## src/rtl/wdg_pkg.sv

```systemverilog
package wdg_pkg;

    localparam int HOLD_CYC = 16;

    typedef struct packed {
        logic dis;
        logic slow;
    } ctrl_t;

    typedef struct packed {
        logic wdt;
        logic sw;
        logic hw;
    } cause_t;

    localparam cause_t CAUSE_POR = '{wdt: 1'b0, sw: 1'b0, hw: 1'b1};

    typedef enum logic {
        REG_CTRL   = 1'b0,
        REG_RELOAD = 1'b1
    } reg_sel_e;

    function automatic ctrl_t decode_ctrl(input logic [7:0] d);
        ctrl_t c;
        c.dis  = d[1];
        c.slow = d[0];
        return c;
    endfunction

endpackage

```

## src/rtl/wdg_prescaler.sv

```systemverilog
module wdg_prescaler #(
    parameter int DIV_FAST = 2,
    parameter int DIV_SLOW = 128
) (
    input  logic clk,
    input  logic clr,
    input  logic run,
    input  logic slow,
    output logic tick
);
    localparam int PW = (DIV_SLOW > 2) ? $clog2(DIV_SLOW) : 1;

    logic [PW-1:0] pre_q;
    logic [PW-1:0] limit;

    assign limit = slow ? PW'(DIV_SLOW - 1) : PW'(DIV_FAST - 1);
    assign tick  = run && (pre_q >= limit);

    always_ff @(posedge clk) begin
        if (clr)
            pre_q <= '0;
        else if (run)
            pre_q <= tick ? '0 : pre_q + 1'b1;
    end

endmodule

```

## src/rtl/wdg_counter.sv

```systemverilog
module wdg_counter #(
    parameter int CNT_W    = 16,
    parameter int RELOAD_W = 8
) (
    input  logic                clk,
    input  logic                init,
    input  logic                load,
    input  logic [RELOAD_W-1:0] reload,
    input  logic                step,
    output logic                wrap
);
    localparam int LO_W = CNT_W - RELOAD_W;

    logic [CNT_W-1:0] cnt_q;

    assign wrap = step && (&cnt_q);

    always_ff @(posedge clk) begin
        if (init)
            cnt_q <= '0;
        else if (load)
            cnt_q <= {reload, {LO_W{1'b0}}};
        else if (step)
            cnt_q <= cnt_q + 1'b1;
    end

    AST_LOAD_SHAPE: assert property (@(posedge clk) disable iff (init)
        (load && !init) |=> (cnt_q == {$past(reload), {LO_W{1'b0}}}));

    AST_FROZEN_WHEN_IDLE: assert property (@(posedge clk) disable iff (init)
        (!step && !load && !init) |=> $stable(cnt_q));

endmodule

```

## src/rtl/wdg_cause.sv

```systemverilog
module wdg_cause
    import wdg_pkg::*;
(
    input  logic   clk,
    input  logic   por,
    input  logic   hw_set,
    input  logic   sw_set,
    input  logic   wdt_set,
    input  logic   eoi,
    output cause_t cause
);
    cause_t nxt;

    always_comb begin
        nxt     = eoi ? '0 : cause;
        nxt.hw  = nxt.hw  | hw_set;
        nxt.sw  = nxt.sw  | sw_set;
        nxt.wdt = nxt.wdt | wdt_set;
    end

    always_ff @(posedge clk) begin
        if (por)
            cause <= CAUSE_POR;
        else
            cause <= nxt;
    end

    AST_EOI_CLEARS: assert property (@(posedge clk) disable iff (por)
        (eoi && !hw_set && !sw_set && !wdt_set) |=> (cause == '0));

    AST_WDT_STICKY: assert property (@(posedge clk) disable iff (por)
        (cause.wdt && !eoi) |=> cause.wdt);

endmodule

```

## src/rtl/wdg_top.sv

```systemverilog
module wdg_top
    import wdg_pkg::*;
#(
    parameter int CNT_W    = 16,
    parameter int RELOAD_W = 8,
    parameter int DIV_FAST = 2,
    parameter int DIV_SLOW = 128,
    parameter int HOLD_LEN = HOLD_CYC
) (
    input  logic       clk,
    input  logic       rst,
    input  logic       por_i,
    input  logic       sw_rst_i,
    input  logic       eoi_i,
    input  logic       wr_en_i,
    input  logic       wr_sel_i,
    input  logic [7:0] wr_data_i,
    input  logic       srv_i,
    output logic       rst_req_o,
    output logic       rst_n_o,
    output logic [2:0] cause_o
);
    localparam int HOLD_W = $clog2(HOLD_LEN + 1);

    logic                ext_init, init, wrap, tick, run, srv_ok;
    logic                ctrl_wr, reload_wr;
    ctrl_t               wr_ctrl;
    logic                en_q, lock_q, armed_q, slow_q;
    logic [RELOAD_W-1:0] reload_q;
    logic [HOLD_W-1:0]   hold_q;
    cause_t              cause;

    assign ext_init  = por_i | rst | sw_rst_i;
    assign init      = ext_init | wrap;
    assign wr_ctrl   = decode_ctrl(wr_data_i);
    assign ctrl_wr   = wr_en_i && (reg_sel_e'(wr_sel_i) == REG_CTRL);
    assign reload_wr = wr_en_i && (reg_sel_e'(wr_sel_i) == REG_RELOAD);
    assign run       = en_q && (hold_q == '0);
    assign srv_ok    = srv_i && armed_q && !init;

    always_ff @(posedge clk) begin
        if (init) begin
            en_q     <= 1'b1;
            lock_q   <= 1'b0;
            armed_q  <= 1'b0;
            slow_q   <= 1'b0;
            reload_q <= '0;
        end else begin
            if (eoi_i) begin
                en_q   <= 1'b1;
                lock_q <= 1'b1;
            end else if (ctrl_wr && !lock_q) begin
                en_q   <= !wr_ctrl.dis;
            end
            if (ctrl_wr)
                slow_q <= wr_ctrl.slow;
            if (reload_wr)
                reload_q <= wr_data_i[RELOAD_W-1:0];
            if (ctrl_wr)
                armed_q <= 1'b1;
            else if (srv_ok)
                armed_q <= 1'b0;
        end
    end

    always_ff @(posedge clk) begin
        if (ext_init)
            hold_q <= '0;
        else if (wrap)
            hold_q <= HOLD_W'(HOLD_LEN);
        else if (hold_q != '0)
            hold_q <= hold_q - 1'b1;
    end

    assign rst_req_o = (hold_q != '0);
    assign rst_n_o   = (hold_q == '0);
    assign cause_o   = cause;

    wdg_prescaler #(
        .DIV_FAST (DIV_FAST),
        .DIV_SLOW (DIV_SLOW)
    ) u_pre (
        .clk  (clk),
        .clr  (init | srv_ok),
        .run  (run),
        .slow (slow_q),
        .tick (tick)
    );

    wdg_counter #(
        .CNT_W    (CNT_W),
        .RELOAD_W (RELOAD_W)
    ) u_cnt (
        .clk    (clk),
        .init   (init),
        .load   (srv_ok),
        .reload (reload_q),
        .step   (tick),
        .wrap   (wrap)
    );

    wdg_cause u_cause (
        .clk     (clk),
        .por     (por_i),
        .hw_set  (rst),
        .sw_set  (sw_rst_i),
        .wdt_set (wrap),
        .eoi     (eoi_i),
        .cause   (cause)
    );

    AST_LOCK_KEEPS_ON: assert property (@(posedge clk) disable iff (ext_init)
        lock_q |=> en_q);

    AST_HOLD_NOT_SHORT: assert property (@(posedge clk) disable iff (ext_init)
        $fell(rst_n_o) |=> !rst_n_o);

    AST_FLAG_WITH_PIN: assert property (@(posedge clk) disable iff (por_i)
        $fell(rst_n_o) |-> cause_o[2]);

endmodule

```

## config.mk

```make
export PLATFORM = sky130hd
export DESIGN_NAME = wdg_top
export DESIGN_NICKNAME = d
export VERILOG_FILES = /design/src/rtl/wdg_pkg.sv /design/src/rtl/wdg_prescaler.sv /design/src/rtl/wdg_counter.sv /design/src/rtl/wdg_cause.sv /design/src/rtl/wdg_top.sv
export SDC_FILE = /design/constraint.sdc
export NUM_CORES = 1
export LEC_CHECK = 0
export ABC_CLOCK_PERIOD_IN_PS = 2020
export BUFFER_PORTS_ARGS = -buffer_cell sky130_fd_sc_hd__buf_4
export CAP_MARGIN = 20
export CORE_UTILIZATION = 52
export CTS_CLUSTER_DIAMETER = 80
export DETAILED_ROUTE_END_ITERATION = 8
export PLACE_DENSITY = 0.77
export SYNTH_ARGS = -nofsm -noshare
export SYNTH_HDL_FRONTEND = slang
export SYNTH_SLANG_ARGS = --single-unit
```

## constraint.sdc

```tcl
create_clock -name clk -period 2.02 [get_ports clk]
set_input_delay 0.202 -clock clk [delete_from_list [all_inputs] [get_ports clk]]
set_output_delay 0.202 -clock clk [all_outputs]
set_load 0.1 [all_outputs]
```

==> results.md <==
CTS:
- The clock tree synthesis step divided the H-tree into 2 levels.
- The number of clock sinks is 43.
- The later pin in the worst-skew pair is clocked with a latency of 0.30 ns.
- The clock passes through at most 2 buffers.
- The number of CTS-inserted buffers is 5.
- After clock tree synthesis, the flow added hold-fix buffers numbering 0.
- The buffer cell driving the clock tree root is sky130_fd_sc_hd__clkbuf_8.
- Clock-pin slew was measured on the worst setup and hold paths at 0.09 ns.
- The CTS tree is yes.

Critical path:
- The required arrival time at the worst endpoint is 2.26 ns.
- Traced cell by cell, the critical path runs through inv_8 > ha_2 > nor2_2 > nor4_4 > buf_6 > o21ai_4 > or4b_4 > a21oi_2.
- The family with the most delay on the worst path is simple AND/OR/NAND/NOR gates.
- The worst setup path is captured at a register.
- The worst setup path is of the register to register kind.
- The worst setup path is launched from a register.
- The critical path buffer and inverter count is 2.
- For this run, the slowest stage of the critical path takes 0.50 ns.
- On the critical path, the stage with the largest delay is an instance of sky130_fd_sc_hd__or4b_4.
- STA puts the critical path data arrival time at around 2.3 ns.
- The largest fanout on the critical path is 8.

Yosys:
- Yosys attributes the largest share of cell area to sky130_fd_sc_hd__dfxtp_1 40%, sky130_fd_sc_hd__a21oi_1 6.2%, sky130_fd_sc_hd__ha_1 5.8%, sky130_fd_sc_hd__nor2_1 5.2%, sky130_fd_sc_hd__xor2_1 4.4%.
- The largest area contributor in the netlist is sky130_fd_sc_hd__dfxtp_1.
- The compound-cell area share of the yosys netlist is 0.194.
- The parity-gate share of the synthesized area counting xor and xnor cells is 0.0605.
- For this run, the leading register cell type out of synthesis is sky130_fd_sc_hd__dfxtp_1.
- Of the post-synthesis cell area, the dominant cell type holds 0.397.
- In the synthesized netlist, the number of instances is 253.
- The synthesized design contains 0 enable-type register cells.
- The fraction of the mapped netlist area in adder cells is 0.0576.
- The mux contribution to synthesized area is 0.00922.
- Of the total synthesized cell area, the portion taken by AND, OR, NAND and NOR gates is 0.249.
- Summing every instance area after synthesis gives 2170 sq um.
- The commonest cells after synthesis are 43 x sky130_fd_sc_hd__dfxtp_1, 30 x sky130_fd_sc_hd__nor2_1, 27 x sky130_fd_sc_hd__a21oi_1, 25 x sky130_fd_sc_hd__nand2_1, 14 x sky130_fd_sc_hd__nand3_1.
- The count of unique library cells instantiated by Yosys is 42.
- Of the synthesized area, sequential elements account for 0.397.
- The share of synthesized flip-flops with an asynchronous set or reset is 0.
- The combinational family with the most area after synthesis is simple AND/OR/NAND/NOR gates.
- The post-synthesis net count is 279.
- The leading cell type by number of instances after synthesis is sky130_fd_sc_hd__dfxtp_1.
- A synthesized cell averages 8.58 sq um.
- The synthesized design contains 43 register bits.
- Yosys printed 0 warnings.

Detailed routing:
- After the first detailed-routing iteration, the DRC count stood at between 80 and 90.
- The total number of vias is around 2100.
- The count of nets left with antenna violations once routing finished came out at 0.
- The per-cell via count in the routed design is ~5.9.
- After detailed routing, the average wire length per cell comes to 15.6 um.
- For this block, the routed nets add up to 5570 um of wire.
- In the routed design, unresolved DRC markers number 0.
- The first-pass iteration count of the detailed router is 4.

Power:
- The largest vdd supply drop is 635 uV.
- Of the total power, the clock network draws 0.418.
- The sum of internal, switching and leakage power is 1.74 mW.
- Power spread over the standard cell area amounts to around 580 nW/um^2.
- The share of total power dissipated in sequential elements is 0.493.
- For this design the total switching power over the nets is 408 uW.
- The relative contribution of combinational cells to total power is 0.089.
- The analysis attributes to cell leakage a power of 1.08 nW.
- Internal power comes to 1.33 mW.
- The share of total power consumed by net switching is 0.235.

Timing:
- At the pin with the least slew margin, the transition time is 0.521 ns.
- Setup repair after global routing could not meet its margin everywhere.
- Setup slack on the critical path of the routed design comes to -0.0541 ns.
- The final count of hold timing violations is 0.
- The final worst clock skew is 0.00910 ns.
- The max-slew violation count was 0.
- The peak clock frequency supported by timing is 482 MHz.
- Setup violations remaining at the end of the flow were counted as 8.
- In the finished design, the share of the clock period the worst path needs comes to 1.03.
- The clock period minus worst slack is 2.07 ns.
- The worst slew margin relative to its limit is 0.649.

Worst hold path:
- The tightest min-delay check is of the input port to register type.

Finish:
- 0 antenna diodes ended up in the layout.
- The share of final-layout standard cells stronger than drive strength 1 is 0.354.
- The count of nets after finishing is 333.
- The area growth from synthesis to layout is 38.5%.
- The finished layout holds approximately 360 standard cells, fillers aside.
- The utilization of the core after routing is 0.752.

Floorplan:
- The core outline area is 4000 sq um.
- The die covers 4440 sq um.
- The vertical die dimension is 66.6 um.
- The number of rows in the core area is 23.
- The initial core utilization is 0.543.
- In this run the count of I/O pins placed on the die edge is 21.
- The die is between 60 and 70 um wide.

Flow run:
- Max-cap violations in this run came to 0.

Placed design:
- Detailed placement ended at an HPWL of 3650 um.
- In this run the tool buffered the top-level ports with 20 buffer cells.
- Once placement completed, the tool counted placed cells totaling about 350.
- The congestion estimate from routability-driven global placement came to around 0.9.
- The pre-CTS worst setup slack is -0.163 ns.

Global route:
- Global routing finished with a remaining overflow of 0.
- The combined global-route utilization of all metal layers is 0.263.
- The number of antenna violations at the first check in global routing is 0.
- The first global-routing pass estimated 8770 um of wire.
- The number of global-route vias before repair is between 1500 and 2000.
- The pin count of the biggest net entering global routing is 15.

Run status:
- The final reports fail on setup timing.
- The flow ran to the end, but the final reports show violations.
## cell type report
| cell class | instances | area (sq um) |
|---|---|---|
| clock buffer | 6 | 82.6 |
| clock inverter | 2 | 38.8 |
| fill | 274 | 993 |
| inverter | 8 | 37.5 |
| multi-input combinational | 193 | 1470 |
| sequential | 43 | 866 |
| tap | 50 | 62.6 |
| timing repair buffer | 56 | 447 |
## logic make-up after synthesis
family                   Yosys count
adder cells (fa/ha/maj)           10
buffers and inverters             17
multiplexers                       2
flip-flops                        43
AO/OA/AOI/OAI                     60
AND/OR/NAND/NOR                  106
XOR/XNOR                          15
## path summary, 6_finish.rpt
check	startpoint	to	slack [ns]	cells past startpoint
worst max-delay path	slow_q	u_cnt.cnt_q[4]	-0.05	8
worst min-delay path	por_i	u_cause.cause[2]	0.09	2
worst max register to register	slow_q	u_cnt.cnt_q[4]	-0.05	8
worst min register to register	reload_q[6]	reload_q[6]	0.46	2
## what timing repair did
item                                    4_1_cts  5_1_grt
endpoints found under the setup margin       26       28
gates resized for setup                      13       26
pin swaps                                    11        9
buffers inserted                              5        1
## through the flow
step | cell area [sq um] | TNS [ns] | hold slack (ns)
2_1_floorplan | 2270 | -26.44 | 0.271
3_3_place_gp | 2660 | -0.101 | 0.407
3_5_place_dp | 2660 | -1.54 | 0.403
4_1_cts | 2880 | -0.241 | 0.0772
5_1_grt | 3010 | -1.20 | 0.0770
6_report | 3010 | -0.217 | 0.0888
## metal layers
metal / wire (um) / GRT usage / part of all wire / vias up
li1: - / - / - / 1034
met1: 2340 / 0.313 / 0.42 / 975
met2: 2840 / 0.434 / 0.51 / 75
met3: 271 / 0.0822 / 0.049 / 12
met4: 116 / 0.109 / 0.021 / 0
met5: 0 / 0 / 0 / -
## sequential cells by signal, summed over array words and instances (netlist names)
register and count:
u_cnt.cnt_q 16, reload_q 8, u_pre.pre_q 7, en_q 1, hold_q 5, armed_q 1, u_cause.cause 3, slow_q 1
lock_q 1
## power by group through the flow
stage	Sequential [mW]	Clock, mW	Combinational [mW]
5_1_grt	0.858	0.778	0.165
4_1_cts	0.858	0.736	0.143
2_1_floorplan	0.894	0	0.0619
6_report	0.857	0.726	0.154
3_5_place_dp	0.878	0	0.133
3_3_place_gp	0.877	0	0.131
## cell usage in the layout, fill, tap and decap left out, types with 3 or more instances in the layout
cell	count
sky130_fd_sc_hd__a21oi_1	23
sky130_fd_sc_hd__a21oi_2	4
sky130_fd_sc_hd__buf_4	49
sky130_fd_sc_hd__buf_6	7
sky130_fd_sc_hd__clkbuf_8	6
sky130_fd_sc_hd__dfxtp_1	41
sky130_fd_sc_hd__ha_1	3
sky130_fd_sc_hd__ha_4	6
sky130_fd_sc_hd__inv_1	5
sky130_fd_sc_hd__nand2_1	23
sky130_fd_sc_hd__nand3_1	12
sky130_fd_sc_hd__nand4_1	7
sky130_fd_sc_hd__nor2_1	28
sky130_fd_sc_hd__nor3_1	6
sky130_fd_sc_hd__nor4_1	4
sky130_fd_sc_hd__o2111ai_2	6
sky130_fd_sc_hd__o211ai_1	7
sky130_fd_sc_hd__or3_1	3
sky130_fd_sc_hd__xnor2_1	4
sky130_fd_sc_hd__xor2_1	11
(Power assumes the default switching activity.)
